### config.mk
export PLATFORM = sky130hd
export DESIGN_NAME = padEnergyEstimator
export DESIGN_NICKNAME = d
export VERILOG_FILES = /design/src/rtl/sdEnergyPkg.sv /design/src/rtl/sdCoefBank.sv /design/src/rtl/sdEnergyCtrl.sv /design/src/rtl/sdEnergyDatapath.sv /design/src/rtl/padEnergyEstimator.sv
export SDC_FILE = /design/constraint.sdc
export NUM_CORES = 2
export LEC_CHECK = 0
export BUFFER_PORTS_ARGS = -buffer_cell sky130_fd_sc_hd__buf_2
export CAP_MARGIN = 0
export CORE_MARGIN = 2
export CORE_UTILIZATION = 60
export DETAILED_ROUTE_END_ITERATION = 7
export GPL_TIMING_DRIVEN = 0
export PLACE_DENSITY = 0.83
export SYNTH_ARGS = -nofsm -noshare
export SYNTH_HDL_FRONTEND = slang
export SYNTH_HIERARCHICAL = 1
export SYNTH_SLANG_ARGS = --single-unit
export TNS_END_PERCENT = 20
### constraint.sdc
create_clock -name clk -period 20.8 [get_ports clk]
set_clock_uncertainty 0.2 [all_clocks]
set_input_delay 5.2 -clock clk [delete_from_list [all_inputs] [get_ports clk]]
set_output_delay 5.2 -clock clk [all_outputs]
set_load 0.02 [all_outputs]
### src/rtl/sdEnergyPkg.sv
package sdEnergyPkg;

  localparam int NUM_BANDS = 3;
  localparam int COEFS_PER_BAND = 3;
  localparam int NUM_COEFS = NUM_BANDS * COEFS_PER_BAND;
  localparam int CALC_CYCLES = NUM_BANDS * 4;

  typedef struct packed {
    logic       clearCounts;
    logic       countEn;
    logic       loadAcc;
    logic       hornerStep;
    logic       accumStep;
    logic       clearEnergy;
    logic       finish;
    logic [1:0] bandSel;
    logic [3:0] coefIdx;
  } ctrlStrobes_t;

endpackage

### src/rtl/sdCoefBank.sv
module sdCoefBank
  import sdEnergyPkg::*;
#(
  parameter int COEF_W = 16
) (
  input  logic                     clk,
  input  logic                     rstN,
  input  logic                     wrEn,
  input  logic [3:0]               wrAddr,
  input  logic signed [COEF_W-1:0] wrData,
  output logic signed [COEF_W-1:0] coefs [NUM_COEFS]
);

  for (genvar i = 0; i < NUM_COEFS; i++) begin : gCoef
    always_ff @(posedge clk) begin
      if (!rstN) coefs[i] <= '0;
      else if (wrEn && wrAddr == 4'(i)) coefs[i] <= wrData;
    end

    a_r7_write_lands : assert property (@(posedge clk) disable iff (!rstN)
      (wrEn && wrAddr == 4'(i)) |=> (coefs[i] == $past(wrData)));
  end

endmodule

### src/rtl/sdEnergyCtrl.sv
module sdEnergyCtrl
  import sdEnergyPkg::*;
(
  input  logic         clk,
  input  logic         rstN,
  input  logic         inValid,
  input  logic         inStart,
  input  logic         inEnd,
  output logic         inReady,
  output ctrlStrobes_t ctrl
);

  typedef enum logic [1:0] {S_IDLE, S_COLLECT, S_CALC} state_t;

  state_t     state;
  logic [1:0] band;
  logic [1:0] phase;
  logic       beat;

  assign inReady = (state != S_CALC);
  assign beat    = inValid && inReady;

  always_comb begin
    ctrl = '0;
    ctrl.bandSel = band;
    if (state != S_CALC) begin
      ctrl.clearCounts = beat && inStart;
      ctrl.countEn     = beat && (inStart || state == S_COLLECT);
    end else begin
      ctrl.loadAcc     = (phase == 2'd0);
      ctrl.clearEnergy = (phase == 2'd0) && (band == 2'd0);
      ctrl.hornerStep  = (phase == 2'd1) || (phase == 2'd2);
      ctrl.accumStep   = (phase == 2'd3);
      ctrl.finish      = (phase == 2'd3) && (band == 2'(NUM_BANDS - 1));
      case (phase)
        2'd0:    ctrl.coefIdx = 4'(band) * 4'd3 + 4'd2;
        2'd1:    ctrl.coefIdx = 4'(band) * 4'd3 + 4'd1;
        default: ctrl.coefIdx = 4'(band) * 4'd3;
      endcase
    end
  end

  always_ff @(posedge clk) begin
    if (!rstN) begin
      state <= S_IDLE;
      band  <= '0;
      phase <= '0;
    end else begin
      case (state)
        S_IDLE, S_COLLECT: begin
          band  <= '0;
          phase <= '0;
          if (beat && (inStart || state == S_COLLECT)) begin
            state <= inEnd ? S_CALC : S_COLLECT;
          end
        end
        default: begin
          phase <= phase + 2'd1;
          if (phase == 2'd3) begin
            band <= band + 2'd1;
            if (band == 2'(NUM_BANDS - 1)) state <= S_IDLE;
          end
        end
      endcase
    end
  end

  a_r9_busy_after_end : assert property (@(posedge clk) disable iff (!rstN)
    (beat && inEnd && (inStart || state == S_COLLECT)) |=> !inReady);

  a_r9_ready_with_result : assert property (@(posedge clk) disable iff (!rstN)
    ctrl.finish |=> inReady);

endmodule

### src/rtl/sdEnergyDatapath.sv
module sdEnergyDatapath
  import sdEnergyPkg::*;
#(
  parameter int COEF_W = 16,
  parameter int CNT_W  = 15,
  parameter int TOT_W  = 17,
  parameter int ACC_W  = 48,
  parameter int OUT_W  = 32,
  parameter int MAX_PADS = 27648
) (
  input  logic                     clk,
  input  logic                     rstN,
  input  ctrlStrobes_t             ctrl,
  input  logic [1:0]               code,
  input  logic signed [COEF_W-1:0] coefs [NUM_COEFS],
  output logic [CNT_W-1:0]         countOut [NUM_BANDS],
  output logic [TOT_W-1:0]         total,
  output logic signed [OUT_W-1:0]  energyOut,
  output logic                     resultValid
);

  localparam int PROD_W = ACC_W + TOT_W + 1;

  logic [CNT_W-1:0]        cnt [NUM_BANDS];
  logic signed [ACC_W-1:0] acc;
  logic signed [ACC_W-1:0] energy;
  logic signed [ACC_W-1:0] coefExt;
  logic signed [ACC_W-1:0] prodT;
  logic signed [ACC_W-1:0] energyNext;
  logic signed [TOT_W:0]   mulB;
  logic signed [PROD_W-1:0] product;
  logic [CNT_W-1:0]        bandCnt;

  for (genvar b = 0; b < NUM_BANDS; b++) begin : gBand
    logic hitHere;
    assign hitHere = (code == 2'(b + 1));
    always_ff @(posedge clk) begin
      if (!rstN) cnt[b] <= '0;
      else if (ctrl.countEn) begin
        if (ctrl.clearCounts) cnt[b] <= hitHere ? CNT_W'(1) : '0;
        else if (hitHere && cnt[b] < CNT_W'(MAX_PADS)) cnt[b] <= cnt[b] + 1'b1;
      end
    end
    assign countOut[b] = cnt[b];

    a_r3_no_overflow : assert property (@(posedge clk) disable iff (!rstN)
      cnt[b] <= CNT_W'(MAX_PADS));
  end

  always_comb begin
    total = '0;
    for (int b = 0; b < NUM_BANDS; b++) total = total + TOT_W'(cnt[b]);
  end

  always_comb begin
    bandCnt = '0;
    for (int b = 0; b < NUM_BANDS; b++)
      if (ctrl.bandSel == 2'(b)) bandCnt = cnt[b];
  end

  always_comb begin
    coefExt = '0;
    for (int i = 0; i < NUM_COEFS; i++)
      if (ctrl.coefIdx == 4'(i)) coefExt = ACC_W'(coefs[i]);
  end

  // One shared multiplier: weight times total for Horner, weight times band count to accumulate
  assign mulB       = ctrl.accumStep ? $signed({{(TOT_W - CNT_W + 1){1'b0}}, bandCnt})
                                     : $signed({1'b0, total});
  assign product    = PROD_W'(acc) * PROD_W'(mulB);
  assign prodT      = product[ACC_W-1:0];
  assign energyNext = energy + prodT;

  always_ff @(posedge clk) begin
    if (!rstN) begin
      acc         <= '0;
      energy      <= '0;
      energyOut   <= '0;
      resultValid <= 1'b0;
    end else begin
      resultValid <= ctrl.finish;
      if (ctrl.loadAcc)         acc <= coefExt;
      else if (ctrl.hornerStep) acc <= prodT + coefExt;
      if (ctrl.clearEnergy)     energy <= '0;
      else if (ctrl.accumStep)  energy <= energyNext;
      if (ctrl.finish)          energyOut <= energyNext[OUT_W-1:0];
    end
  end

  a_r8_single_pulse : assert property (@(posedge clk) disable iff (!rstN)
    resultValid |=> !resultValid);

  a_r2_empty_code_inert : assert property (@(posedge clk) disable iff (!rstN)
    (ctrl.countEn && !ctrl.clearCounts && code == 2'b00) |=> $stable(total));

  a_r5_total_grows : assert property (@(posedge clk) disable iff (!rstN)
    (ctrl.countEn && !ctrl.clearCounts) |=> (total >= $past(total)));

endmodule

### src/rtl/padEnergyEstimator.sv
module padEnergyEstimator
  import sdEnergyPkg::*;
#(
  parameter int PADS_PER_CHIP = 64,
  parameter int NUM_CHIPS     = 432,
  parameter int COEF_W        = 16,
  parameter int ACC_W         = 48,
  parameter int OUT_W         = 32,
  localparam int MAX_PADS     = PADS_PER_CHIP * NUM_CHIPS,
  localparam int CNT_W        = $clog2(MAX_PADS + 1),
  localparam int TOT_W        = CNT_W + 2
) (
  input  logic                     clk,
  input  logic                     rstN,
  input  logic                     inValid,
  input  logic                     inStart,
  input  logic                     inEnd,
  input  logic [1:0]               inCode,
  output logic                     inReady,
  input  logic                     cfgWe,
  input  logic [3:0]               cfgAddr,
  input  logic [COEF_W-1:0]        cfgData,
  output logic                     outValid,
  output logic [OUT_W-1:0]         outEnergy,
  output logic [CNT_W-1:0]         outCountLow,
  output logic [CNT_W-1:0]         outCountMid,
  output logic [CNT_W-1:0]         outCountHigh,
  output logic [TOT_W-1:0]         outTotal
);

  ctrlStrobes_t             ctrl;
  logic signed [COEF_W-1:0] coefs [NUM_COEFS];
  logic [CNT_W-1:0]         counts [NUM_BANDS];
  logic signed [OUT_W-1:0]  energy;

  sdCoefBank #(.COEF_W(COEF_W)) uCoef (
    .clk(clk), .rstN(rstN), .wrEn(cfgWe), .wrAddr(cfgAddr),
    .wrData($signed(cfgData)), .coefs(coefs)
  );

  sdEnergyCtrl uCtrl (
    .clk(clk), .rstN(rstN), .inValid(inValid), .inStart(inStart),
    .inEnd(inEnd), .inReady(inReady), .ctrl(ctrl)
  );

  sdEnergyDatapath #(
    .COEF_W(COEF_W), .CNT_W(CNT_W), .TOT_W(TOT_W), .ACC_W(ACC_W),
    .OUT_W(OUT_W), .MAX_PADS(MAX_PADS)
  ) uData (
    .clk(clk), .rstN(rstN), .ctrl(ctrl), .code(inCode), .coefs(coefs),
    .countOut(counts), .total(outTotal), .energyOut(energy),
    .resultValid(outValid)
  );

  assign outEnergy    = energy;
  assign outCountLow  = counts[0];
  assign outCountMid  = counts[1];
  assign outCountHigh = counts[2];

  a_r9_ready_at_result : assert property (@(posedge clk) disable iff (!rstN)
    outValid |-> inReady);

endmodule

**Word-level counts from Yosys, hierarchy flattened**

Memory sizes are Yosys's and may differ from the RTL's.
Index checks and enable logic that the tools add are counted.

- Flip-flop bits (word level): 279
- Bits in latches: 0
- Bits in writable memories: 45
- Bits in read-only memories: 0
- Input port bits: 28
- Output and inout port bits: 96
- Memories: 1

- Add/sub/neg operators: 11
- $mul: 2
- Divide/modulo/power cells: 0
- Magnitude comparators: 3
- Eq/ne operators: 27
- Shift-type cells: 0
- Multiplexer cells: 53
- Bitwise gates (word level): 7
- Reductions and logical operators: 31

Memory list:

| memory | words | width | rd ports | clocked after Yosys merged registers in | write ports | RTL line | RTL |
|---|---|---|---|---|---|---|---|
| uData.cnt | 3 | 15 | 3 | 0 | 3 | sdEnergyDatapath.sv:24 | `logic [CNT_W-1:0] cnt [NUM_BANDS];` |

Operator list:

| kind | count |
|---|---|
| 48-bit 2-to-1 mux | 11 |
| 15-bit 2-to-1 mux | 9 |
| 48-bit adder | 2 |
| 48-bit by 18-bit multiplier with 48-bit output | 1 |
| 15-bit by 1-bit adder with 15-bit output, second input constant | 3 |
| 15-bit < comparator, second input constant | 3 |
| 4-bit by 3-bit equality test with 1-bit output, second input constant | 8 |
| 1-bit 2-to-1 mux | 23 |
| 17-bit by 15-bit adder with 17-bit output | 1 |
| 1-bit logical AND | 17 |
| 17-bit 2-to-1 mux | 1 |
| 15-bit by 15-bit adder with 16-bit output | 1 |
| 4-bit by 2-bit equality test with 1-bit output, second input constant | 4 |
| 2-bit 2-to-1 mux | 6 |
| 2-bit equality test, second input constant | 5 |
| 2-bit by 1-bit equality test with 1-bit output, second input constant | 4 |
| 4-bit by 1-bit equality test with 1-bit output, second input constant | 2 |
| 4-bit equality test, second input constant | 2 |
| 4-bit zero test | 2 |
| 4-bit case mux with 2 select lines | 1 |
| 2-bit zero test | 3 |
| 1-bit bitwise OR | 6 |
| 2-bit nonzero test | 3 |
| 5-bit 2-to-1 mux | 1 |
| other kinds (12) | 15 |

**Logic depth before layout (Yosys ltp)**

- Depth after elaboration: 17
- Depth in mapped cells: 48
- Depth with buffers taken out: 47

**Cells and area by module**

The synthesis kept the hierarchy.

Modules (own cells, without submodules):

| module | times used | cells each | area an instance (µm²) | seq. area each (µm²) |
|---|---|---|---|---|
| sdEnergyDatapath | 1 | 2720 | 23317.4 | 3293.2 |
| sdCoefBank | 1 | 495 | 5221.3 | 2882.8 |
| sdEnergyCtrl | 1 | 59 | 481.7 | 120.1 |

**Worst setup path before layout**

No wires, ideal clock.

- Kind: reg2reg
- Start point: memory uData.cnt[2][1]
- End point: register uData.acc[31]
- Data arrival time: 10441 ps
- Required time: 20514 ps
- Setup slack: 10073 ps
- Stages on the path, launching flop included: 44
- Buffers on the path: 1
- Period minus slack after synthesis: 10727 ps
- Cell sequence: edfxtp_1 inv_1 fa_1 inv_1 ha_1 fa_1 a211oi_2 o21ai_1 a31oi_1 o21bai_1 a21oi_1 xnor2_1 o21a_1 clkbuf_1 nand2_1 fa_1 fa_1 inv_1 [8 not listed] nand2_1 a31o_2 a31o_2 a21oi_1 xnor2_1 ha_1 a21o_1 a21o_1 a21oi_1 nor2b_1 o21a_1 o21ai_0 o31ai_1 o221a_2 a211o_1 xor3_1 mux2i_1 a211oi_1

RTL lines:

| element | RTL line | RTL |
|---|---|---|
| start, declared | sdEnergyDatapath.sv:24 |  |
| end signal, assigned | sdEnergyDatapath.sv:82 | `if (ctrl.loadAcc) acc <= coefExt;` |
| end signal, assigned | sdEnergyDatapath.sv:83 | `else if (ctrl.hornerStep) acc <= prodT + coefExt;` |
| end, declared | sdEnergyDatapath.sv:25 | `logic signed [ACC_W-1:0] acc;` |

==> impl_results.md <==
* Status: completed
* Largest net degree at the start of global routing at 25
* Initial antenna violation count at 0
* Cts repair resizes at 0
* Slowest cell on the critical path: a21oi_1
* Sum Neg Setup Slack at 0 ns
* Power per cell area at between 90 and 100 mW/mm^2
* Hold buffer count at CTS at 0
* CTS H-tree depth at 1
* Synth Register Bits at ~290
* Final wirelength at between 70,000 and 80,000 um
* Synth warn at 6
* Vias per inst at between 5 and 6
* Die Area at roughly 0.05 mm^2
* Multi-input logic area at just over 0.02 mm^2
* Initial Util at ~60%
* Fillers at about 3.7k
* Critical path arrival at about 12 ns
* Area growth from synthesis to layout at 8.79%
* Final cell count without fillers at between 4k and 5k
* Clk Latency, worst-skew pair at ~0.6 ns
* Setup violations, final at 0
* Final Critical Period at between 10 and 15 ns
* Setup repair bufs after CTS at 0
* Post-synth EDFFs at 45
* Worst Hold Class: flip-flop to flip-flop
* Combinational share of power at 57.8%
* TritonCTS clock tree: done
* Detailed Route Iter0 Violations at 2,395
* Total gr overflow at 0
* GRT Resource Usage Total at 32.6%
* First-pass GRT wire length at between 100,000 and 150,000 um
* Post-synth top area cell: fa_1
* CP Data Required Time at between 20 and 25 ns
* Drt pass-1 iters at 8
* Detailed Place HPWL at roughly 62,000 um
* Sw Ratio at ~46%
* Maximum VDD drop at between 70 and 80 uV
* CP Launch Type: flip-flop
* Top_reg_cell synth: dfxtp_1
* Count leader, synth: nand2_1
* Core area at about 0.048 mm^2
* Clk sinks at slightly below 300
* Avg WL per Cell at between 15 and 20 um
* Final Net Count at roughly 4.0k
* Fraction of layout cells with a size suffix above 1 at between 6 and 7%
* Clk slew on worst S/H paths at approximately 0.070 ns
* Clk pwr share at between 20% and 30%
* Chip height at 224 um
* Post-synth top area share at a little under a quarter
* # rows at 80
* Ys async rst share at 0%
* IO Count at between 100 and 150
* Slowest cell delay on critical path at about 0.73 ns
* Worst Path Class, Setup: flip-flop to flip-flop
* CP Capture Type: flip-flop
* Cell family with most CP delay: adder cells
* TritonCTS Buffers at 31
* Final worst slack at 8.63 ns
* Vias in the first global route at roughly 24k
* Pre-CTS setup slack at between 8 and 9 ns
* Diodes inserted at 0
* Measured slew at the worst slew-check pin at ~1.0 ns
* Slew margin rel. at 31.7%
* Total number of vias at 24.0k
* Slew Viols, Final at 0
* Setup repair after global routing missed its margin: no
* Post-Syn Nets at around 3.8k
* Max Freq at 0.0821 GHz
* CP dominant cell by count: fa_1
* CP bufs+invs at 6
* Die W at around 220 um
* Synth top cells by count: 539 x nand2_1, 471 x inv_1, 337 x fa_1
* Seq pwr share at between 20% and 30%
* IO Port Bufs at ~120
* Drt drc at 0
* Synth Instances at roughly 3.3k
* Avg Synthesized Cell Area at between 8 and 9 um^2
* Final Wtd Congestion at 0.949
* Sequential area share after synthesis at roughly 22%
* Int Power at around 1.6 mW
* Dpl cells at around 4.0k
* Final period util at approximately three fifths
* Post-Syn Area at approximately 0.029 mm^2
* Max clock buf depth at 3
* Max_cap viols at 0
* Switching power at 1.33 mW
* Crit path max fanout at 10
* Reg area at approximately 0.0063 mm^2
* Number of distinct library cells after synthesis at 80
* Final Hold Vio Count at 0
* Post-route ant nets at 0
* Synth area leaders: fa_1 23%, dfxtp_1 17%, mux2i_1 8.0%, ha_1 7.4%, nand2_1 7.0%
* Root Buffer: clkbuf_16
* Pleak at around 15 nW
-- power groups by stage --
| stage | Combinational, mW | Clock (mW) | Sequential, mW |
|---|---|---|---|
| 2_1_floorplan | 1.17 | 0 | 0.616 |
| 3_3_place_gp | 1.59 | 0 | 0.617 |
| 3_5_place_dp | 1.62 | 0 | 0.618 |
| 4_1_cts | 1.64 | 0.623 | 0.605 |
| 5_1_grt | 1.84 | 0.648 | 0.607 |
| 6_report | 1.68 | 0.617 | 0.606 |
-- final timing paths --
path,from,to,slack (ns),cells past startpoint
setup / recovery,uData/cnt[2][2],uData/energy[31],8.63,46
hold / removal,uCoef/coefs[27],uCoef/coefs[27],0.26,2
setup reg to reg,uData/cnt[2][2],uData/energy[31],8.63,46
hold reg to reg,uCoef/coefs[27],uCoef/coefs[27],0.26,2
-- through the flow --
| stage | instance area, um^2 | util [%] | total power [mW] | hold slack, ns |
|---|---|---|---|---|
| final | 31600 | 66.1 | 2.90 | 0.258 |
| after floorplan | 29000 | - | 1.79 | 0.232 |
| after global placement | 30400 | 63.7 | 2.21 | 0.242 |
| after CTS | 31600 | 66.1 | 2.87 | 0.258 |
| after global routing | 31600 | 66.1 | 3.10 | 0.274 |
| after detailed placement | 30400 | 63.7 | 2.24 | 0.249 |
-- layout by cell type (no fill, tap or decap), drive strengths merged, types with 9 or more instances in the layout --
master	Yosys	layout
nand2	540	540
inv	474	479
fa	337	337
dfxtp	247	247
mux2i	232	232
ha	172	172
nor2	169	169
buf	41	164
clkbuf	125	161
and2	122	122
a21oi	109	109
xnor2	104	104
o21ai	61	61
a21o	51	51
nand3	49	49
xor2	45	45
edfxtp	45	45
a222oi	42	42
nor2b	33	33
a211oi	27	27
and3	26	26
nor3	23	23
o21bai	17	17
o21a	16	16
nand2b	15	15
a31oi	14	14
nand4	14	14
or3	12	12
nand3b	11	11
clkinv	1	11
o211ai	9	9
a211o	9	9
-- worst register-to-register path: cells and delay by family, from the launching register on --
| family | cells | cell delay [ns] |
|---|---|---|
| xor gates and xnor gates | 3 | 0.74 |
| and+or+nand+nor | 12 | 1.40 |
| AOI/OAI and AO/OA | 15 | 3.63 |
| DFF | 1 | 0.53 |
| adders and majority gates | 10 | 4.79 |
| buffers and inverters | 6 | 0.80 |
-- kinds of logic after synthesis --
group,synth area share [%]
xor gates and xnor gates,5.02
AOI/OAI and AO/OA,9.43
and+or+nand+nor,16.4
buffers and inverters,8.60
DFF,21.7
muxes,8.16
adders and majority gates,30.7
-- cell type report --
class                      count  share of cell area, %
timing repair buffer         123                   1.95
sequential                   292                   19.9
buffer                       166                   2.26
multi-input combinational   2341                   64.1
tap                          615                   2.44
inverter                     475                   5.65
clock buffer                  36                   2.71
clock inverter                22                  0.939
-- per-layer routing --
| layer | part of all wire, % | up-vias | GRT usage (%) |
|---|---|---|---|
| li1 | - | 10900 | - |
| met1 | 40 | 11700 | 42.7 |
| met2 | 47 | 1123 | 53.8 |
| met3 | 9.3 | 230 | 5.64 |
| met4 | 4.2 | 0 | 12.9 |
| met5 | 0 | - | 0 |
-- flip-flops by register name, indices dropped and copies added, names as in the netlist, 2 cells and up --
register and flops:
uData/acc 32, uData/cnt 45, uData/energy 32, uData/energyOut 32
uCtrl/state 2, uCtrl/band 2, uCtrl/phase 2, uCoef/coefs 144
(Power assumes the default switching activity.)
